## src/rtl/acc_xfer_pkg.sv

```systemverilog
// Package: shared part-select encoding for the accumulator transfer unit.
// Assumes every part select in the unit is exactly two bits wide.
package acc_xfer_pkg;
    typedef enum logic [1:0] {
        PART_WHOLE = 2'b00,
        PART_HIGH  = 2'b01,
        PART_LOW   = 2'b10,
        PART_GUARD = 2'b11
    } part_sel_e;
endpackage

```

## src/rtl/acc_store.sv

```systemverilog
// Module: acc_store
// Holds the accumulator as three fields and applies one write per cycle.
// A whole write sign-extends the data into the guard and zeroes the low word.
// Part writes touch only their own field.
// Assumes a synchronous active-low reset and WORD_W > GUARD_W.
module acc_store
    import acc_xfer_pkg::*;
#(
    parameter int WORD_W  = 16,
    parameter int GUARD_W = 4,
    localparam int ACC_W  = GUARD_W + 2 * WORD_W
) (
    input  logic              clk,
    input  logic              rst_n,
    input  logic              wr_en,
    input  part_sel_e         wr_sel,
    input  logic [WORD_W-1:0] wr_data,
    output logic [ACC_W-1:0]  acc_q
);
    logic [GUARD_W-1:0] guard_q;
    logic [WORD_W-1:0]  high_q;
    logic [WORD_W-1:0]  low_q;

    // Guard field: sign copy on a whole write, direct load on a guard write.
    always_ff @(posedge clk) begin
        if (!rst_n) begin
            guard_q <= '0;
        end else if (wr_en && wr_sel == PART_WHOLE) begin
            guard_q <= {GUARD_W{wr_data[WORD_W-1]}};
        end else if (wr_en && wr_sel == PART_GUARD) begin
            guard_q <= wr_data[GUARD_W-1:0];
        end
    end

    // Upper word: loaded by both whole and upper-word writes.
    always_ff @(posedge clk) begin
        if (!rst_n) begin
            high_q <= '0;
        end else if (wr_en && (wr_sel == PART_WHOLE || wr_sel == PART_HIGH)) begin
            high_q <= wr_data;
        end
    end

    // Lower word: zeroed by a whole write, loaded by a lower-word write.
    always_ff @(posedge clk) begin
        if (!rst_n) begin
            low_q <= '0;
        end else if (wr_en && wr_sel == PART_WHOLE) begin
            low_q <= '0;
        end else if (wr_en && wr_sel == PART_LOW) begin
            low_q <= wr_data;
        end
    end

    // Concatenate the fields into the accumulator view.
    always_comb acc_q = {guard_q, high_q, low_q};

    p_whole_write_r2: assert property (@(posedge clk) disable iff (!rst_n)
        (wr_en && wr_sel == PART_WHOLE) |=>
            (acc_q == {{GUARD_W{$past(wr_data[WORD_W-1])}}, $past(wr_data), {WORD_W{1'b0}}}));

    p_high_only_r3: assert property (@(posedge clk) disable iff (!rst_n)
        (wr_en && wr_sel == PART_HIGH) |=>
            (acc_q[WORD_W-1:0] == $past(acc_q[WORD_W-1:0]) &&
             acc_q[ACC_W-1:2*WORD_W] == $past(acc_q[ACC_W-1:2*WORD_W])));

    p_low_only_r4: assert property (@(posedge clk) disable iff (!rst_n)
        (wr_en && wr_sel == PART_LOW) |=>
            (acc_q[ACC_W-1:WORD_W] == $past(acc_q[ACC_W-1:WORD_W])));
endmodule

```

## src/rtl/acc_limiter.sv

```systemverilog
// Module: acc_limiter
// Combinational read path: selects the requested part and, for a whole read,
// clamps to the signed 16-bit limits when the guard bits plus the upper
// word's MSB disagree. Flags sat_hit whenever the clamp is applied.
// Assumes WORD_W > GUARD_W.
module acc_limiter
    import acc_xfer_pkg::*;
#(
    parameter int WORD_W  = 16,
    parameter int GUARD_W = 4,
    localparam int ACC_W  = GUARD_W + 2 * WORD_W,
    localparam int CHK_W  = GUARD_W + 1
) (
    input  logic [ACC_W-1:0]  acc,
    input  part_sel_e         rd_sel,
    output logic [WORD_W-1:0] rd_data,
    output logic              sat_hit
);
    localparam logic [WORD_W-1:0] POS_LIM = {1'b0, {(WORD_W-1){1'b1}}};
    localparam logic [WORD_W-1:0] NEG_LIM = {1'b1, {(WORD_W-1){1'b0}}};

    logic [CHK_W-1:0]   chk_bits;
    logic               guard_used;
    logic [WORD_W-1:0]  whole_val;

    // Overflow check: the guard and bit 2W-1 must all agree.
    always_comb begin
        chk_bits   = acc[ACC_W-1:2*WORD_W-1];
        guard_used = !((&chk_bits) || !(|chk_bits));
    end

    // Whole-read value: clamped constant or the plain upper word.
    always_comb begin
        if (guard_used) begin
            whole_val = acc[ACC_W-1] ? NEG_LIM : POS_LIM;
        end else begin
            whole_val = acc[2*WORD_W-1:WORD_W];
        end
    end

    // Part mux, with the guard read sign-extended to a full word.
    always_comb begin
        sat_hit = 1'b0;
        unique case (rd_sel)
            PART_WHOLE: begin
                rd_data = whole_val;
                sat_hit = guard_used;
            end
            PART_HIGH:  rd_data = acc[2*WORD_W-1:WORD_W];
            PART_LOW:   rd_data = acc[WORD_W-1:0];
            PART_GUARD: rd_data = {{(WORD_W-GUARD_W){acc[ACC_W-1]}}, acc[ACC_W-1:2*WORD_W]};
            default:    rd_data = '0;
        endcase
    end

    // a clamped result is always one of the two limit constants.
    always_comb begin
        if (sat_hit) begin
            p_sat_const_r7: assert (rd_data == POS_LIM || rd_data == NEG_LIM);
        end
    end
endmodule

```

## src/rtl/lim_sticky.sv

```systemverilog
// Module: lim_sticky
// Sticky limit flag: a set wins over a clear in the same cycle.
// Assumes a synchronous active-low reset.
module lim_sticky (
    input  logic clk,
    input  logic rst_n,
    input  logic set_i,
    input  logic clr_i,
    output logic flag_q
);
    // Flag update: set has priority, then clear, else hold.
    always_ff @(posedge clk) begin
        if (!rst_n) begin
            flag_q <= 1'b0;
        end else if (set_i) begin
            flag_q <= 1'b1;
        end else if (clr_i) begin
            flag_q <= 1'b0;
        end
    end

    p_sticky_hold_r9: assert property (@(posedge clk) disable iff (!rst_n)
        (flag_q && !clr_i) |=> flag_q);

    p_clear_r10: assert property (@(posedge clk) disable iff (!rst_n)
        (clr_i && !set_i) |=> !flag_q);

    p_set_wins_r10: assert property (@(posedge clk) disable iff (!rst_n)
        set_i |=> flag_q);
endmodule

```

## src/rtl/acc_xfer_unit.sv

```systemverilog
// Module: acc_xfer_unit (top)
// Connects the accumulator store, the limiting read path and the sticky flag.
// Only a strobed whole read can set the flag.
// Assumes the part encodings from acc_xfer_pkg on wr_sel and rd_sel.
module acc_xfer_unit
    import acc_xfer_pkg::*;
#(
    parameter int WORD_W  = 16,
    parameter int GUARD_W = 4,
    localparam int ACC_W  = GUARD_W + 2 * WORD_W
) (
    input  logic              clk,
    input  logic              rst_n,
    input  logic              wr_en,
    input  logic [1:0]        wr_sel,
    input  logic [WORD_W-1:0] wr_data,
    input  logic              rd_en,
    input  logic [1:0]        rd_sel,
    output logic [WORD_W-1:0] rd_data,
    input  logic              lim_clr,
    output logic              lim_flag,
    output logic [ACC_W-1:0]  acc_out
);
    part_sel_e         wr_part;
    part_sel_e         rd_part;
    logic [ACC_W-1:0]  acc_q;
    logic              sat_hit;
    logic              lim_set;

    // Decode the raw select pins into the shared part type.
    always_comb begin
        wr_part = part_sel_e'(wr_sel);
        rd_part = part_sel_e'(rd_sel);
    end

    acc_store #(.WORD_W(WORD_W), .GUARD_W(GUARD_W)) u_store (
        .clk     (clk),
        .rst_n   (rst_n),
        .wr_en   (wr_en),
        .wr_sel  (wr_part),
        .wr_data (wr_data),
        .acc_q   (acc_q)
    );

    acc_limiter #(.WORD_W(WORD_W), .GUARD_W(GUARD_W)) u_limiter (
        .acc     (acc_q),
        .rd_sel  (rd_part),
        .rd_data (rd_data),
        .sat_hit (sat_hit)
    );

    // Only a strobed read that actually clamped may set the flag.
    always_comb lim_set = rd_en && sat_hit;

    lim_sticky u_flag (
        .clk    (clk),
        .rst_n  (rst_n),
        .set_i  (lim_set),
        .clr_i  (lim_clr),
        .flag_q (lim_flag)
    );

    // Expose the stored accumulator.
    always_comb acc_out = acc_q;

    p_part_read_no_flag_r8: assert property (@(posedge clk) disable iff (!rst_n)
        (rd_en && rd_sel != 2'b00 && !lim_flag) |=> !lim_flag);

    p_idle_read_no_flag_r12: assert property (@(posedge clk) disable iff (!rst_n)
        (!rd_en && !lim_flag) |=> !lim_flag);
endmodule

```

## config.mk

```make
export PLATFORM = sky130hd
export DESIGN_NAME = acc_xfer_unit
export DESIGN_NICKNAME = d
export VERILOG_FILES = /design/src/rtl/acc_xfer_pkg.sv /design/src/rtl/acc_store.sv /design/src/rtl/acc_limiter.sv /design/src/rtl/lim_sticky.sv /design/src/rtl/acc_xfer_unit.sv
export SDC_FILE = /design/constraint.sdc
export NUM_CORES = 1
export LEC_CHECK = 0
export BUFFER_PORTS_ARGS = -buffer_cell sky130_fd_sc_hd__buf_2
export CAP_MARGIN = 10
export CORE_UTILIZATION = 43
export DETAILED_ROUTE_END_ITERATION = 8
export GPL_TIMING_DRIVEN = 0
export PLACE_DENSITY = 0.74
export SYNTH_ARGS = -nofsm -noshare
export SYNTH_HDL_FRONTEND = slang
export SYNTH_SLANG_ARGS = --single-unit
```

## constraint.sdc

```tcl
create_clock -name clk -period 1.67 [get_ports clk]
set_clock_uncertainty 0.2 [all_clocks]
set_input_delay 0.0835 -clock clk [delete_from_list [all_inputs] [get_ports clk]]
set_output_delay 0.0835 -clock clk [all_outputs]
set_load 0.005 [all_outputs]
```

==> impl_results.md <==
* Max_cap viols at 0
* Final setup viols at 15
* Worst Hold Slack at 0.119 ns
* Worst skew pair latency at 0.29 ns
* Synth cell types at 31
* Minimum clock period at 2.10 ns
* CP endpoint kind: primary output
* Ranking of synthesized cells by area: dfxtp_1 (40%), nand2_1 (14%), a21boi_0 (6.0%)
* CTS tree: yes
* First-pass GRT wire length at 8.54 mm
* Initial antenna violation count at 0
* Die area at 0.00461 mm^2
* Violated checks: setup timing
* Relative slew slack at 66.9%
* Final worst-path cycle share at 126%
* Max Clock Freq at 476 MHz
* Die Height at 67.9 um
* Crit-path cells: or4_4 -> nor4b_4 -> buf_4 -> a211o_1 -> buf_2
* Vias after detailed routing at 2089
* Grt ovf at 0
* Number of nets with antenna violations after routing at 0
* Num ports at 78
* Slowest stage delay, CP at 0.53 ns
* Total Routing Usage GR at 25.2%
* Post-Route WL at 5.72 mm
* Worst slew pin tran at 0.494 ns
* Most common cell after layout, fill and taps aside: buf_2
* Post-Synthesis Net Count at 258
* Element type at the critical path start: register
* Synth Instances at 233
* Hold Crit Class: input port to register
* Core ar. at 0.00409 mm^2
* DRT iter0 DRCs at 132
* Final net count at 365
* Leakage at 0.00127 uW
* H-tree depth at 2
* Critical Path RT at 1.39 ns
* Worst setup path class: register to primary output
* Count of final hold-check violations at 0
* CTS sink count at 37
* Antenna diodes at 0
* I/O Buffers at 75
* Status: finished, violations left
* Most frequent cells in the layout: buf_2 (84), nand2_1 (69), dfxtp_1 (34)
* Avg WL per Cell at 14.6 um
* Worst IR Drop VDD at 493 uV
* Initial Util at 45.7%
* Synth Register Bits at 37
* Setup TNS at -5.57 ns
* Synth Flop Type: dfxtp_1
* Die X at 67.9 um
* Clock Path Buffers at 2
* DPL Wire Length at 3.92 mm
* Yosys warnings at 0
* Crit Path Max Fanout at 5
* Clock tree root driver cell: clkbuf_8
* Mean Syn Cell Area at 8.01 um^2
* Largest net degree at the start of global routing at 13
* Vias in the first global route at 1789
* DRC at 0
* Final setup margin at -0.432 ns
* Crit path DAT at 1.82 ns
* Async set or reset register ratio after synthesis at 0%
* Power Density at 754 mW/mm^2
* Routability cong. at 0.895
* Vias/cell at 5.34
* Share of layout cells above drive strength 1 at 33.7%
* Syn Std Cell Area at 0.00187 mm^2
* CTS clk-pin slew, worst paths at 0.07 ns
* Max Slew Vio Count at 0
* FP Rows at 23
* Layout area overhead at 41.7%
* RSZ-0062 raised after global routing: yes
* Pre-antenna DRT Iters at 4
* Total CTS buffers at 5
* Post-synth top area share at 39.7%
* Synth area leader: dfxtp_1
* Seq/Total Area, Yosys at 39.7%
* Worst-path cell with the longest stage delay: or4_4
* Post-synth EDFFs at 0
layout make-up:
| cell class | instances | area (um^2) |
|---|---|---|
| Buffer | 19 | 93.8 |
| Multi-Input combinational cell | 177 | 1040 |
| Tap cell | 50 | 62.6 |
| Clock inverter | 3 | 17.5 |
| Timing Repair Buffer | 100 | 613 |
| Fill cell | 361 | 1440 |
| Sequential cell | 37 | 744 |
| Clock buffer | 5 | 68.8 |
synthesized netlist by cell type (2+ instances only):
cell        n
nand2_1    69
dfxtp_1    37
a21oi_1    20
a21boi_0   15
nor2_1     14
a211o_1    12
o2bb2ai_1  12
clkbuf_1    9
buf_2       8
o21a_1      5
o221a_2     4
mux2_2      3
nor2b_1     3
o31ai_1     3
and3b_1     2
nand3b_1    2
flip-flops by register name, summed over array words and instances, names as in the netlist:
signal	flops
u_flag.flag_q	1
u_store.guard_q	4
u_store.high_q	16
u_store.low_q	16
critical path, delay by kind of cell, from the launching register on:
kind	cells	cell delay, ns
flops	1	0.32
simple gates	2	0.69
buf+inv	2	0.30
compound gates	1	0.23
final timing paths:
kind | startpoint | to | slack [ns] | depth (start not counted)
setup / recovery | u_store.guard_q[0]$_SDFFE_PN0P_ | rd_data[10] | -0.43 | 5
hold / removal | wr_sel[0] | u_store.guard_q[0]$_SDFFE_PN0P_ | 0.12 | 3
setup reg to reg | u_store.guard_q[0]$_SDFFE_PN0P_ | u_flag.flag_q$_SDFFE_PN0P_ | 0.12 | 4
hold reg to reg | u_store.low_q[12]$_SDFFE_PP0P_ | u_store.low_q[12]$_SDFFE_PP0P_ | 0.27 | 2
per-stage QoR:
step / power (uW) / setup WS, ns / utilization [%] / cells / instance area, um^2
2_1_floorplan: 1180 / 0.00206 / - / 233 / 1870
3_3_place_gp: 1340 / -0.212 / 56.4 / 358 / 2310
3_5_place_dp: 1350 / -0.233 / 56.4 / 358 / 2310
4_1_cts: 1990 / -0.415 / 64.6 / 391 / 2640
5_1_grt: 2090 / -0.479 / 64.7 / 391 / 2650
6_report: 1990 / -0.432 / 64.7 / 391 / 2650
layer usage:
metal | routed length [um] | vias up | track usage, %
met5 | 0 | - | 0
met4 | 85 | 0 | 7.29
met3 | 331 | 8 | 5.50
met2 | 2740 | 76 | 39.2
met1 | 2560 | 974 | 34.8
li1 | - | 1031 | -
kinds of logic after synthesis:
kind of cell,after synthesis,share of synthesized area [%]
muxes,4,2.35
and+or+nand+nor,97,23.0
DFF,37,39.7
buffers and inverters,19,4.76
AOI/OAI and AO/OA,76,30.2
where the power goes:
group          internal (uW)  total, uW  switching [uW]  leakage [uW]
combinational            222        437             215      0.000921
clock                    288        601             313     0.0000439
sequential               920        954            34.5      0.000303
total                   1430       1990             563       0.00127
repair_timing:
action	CTS	global route
setup buffers	4	0
hold buffers	20	0
pin swaps	1	0
endpoints found under the hold margin	33	0
resized for setup	7	4
endpoints found under the setup margin	16	24
gates cloned	1	0
Power figures use the tool's default switching activity.
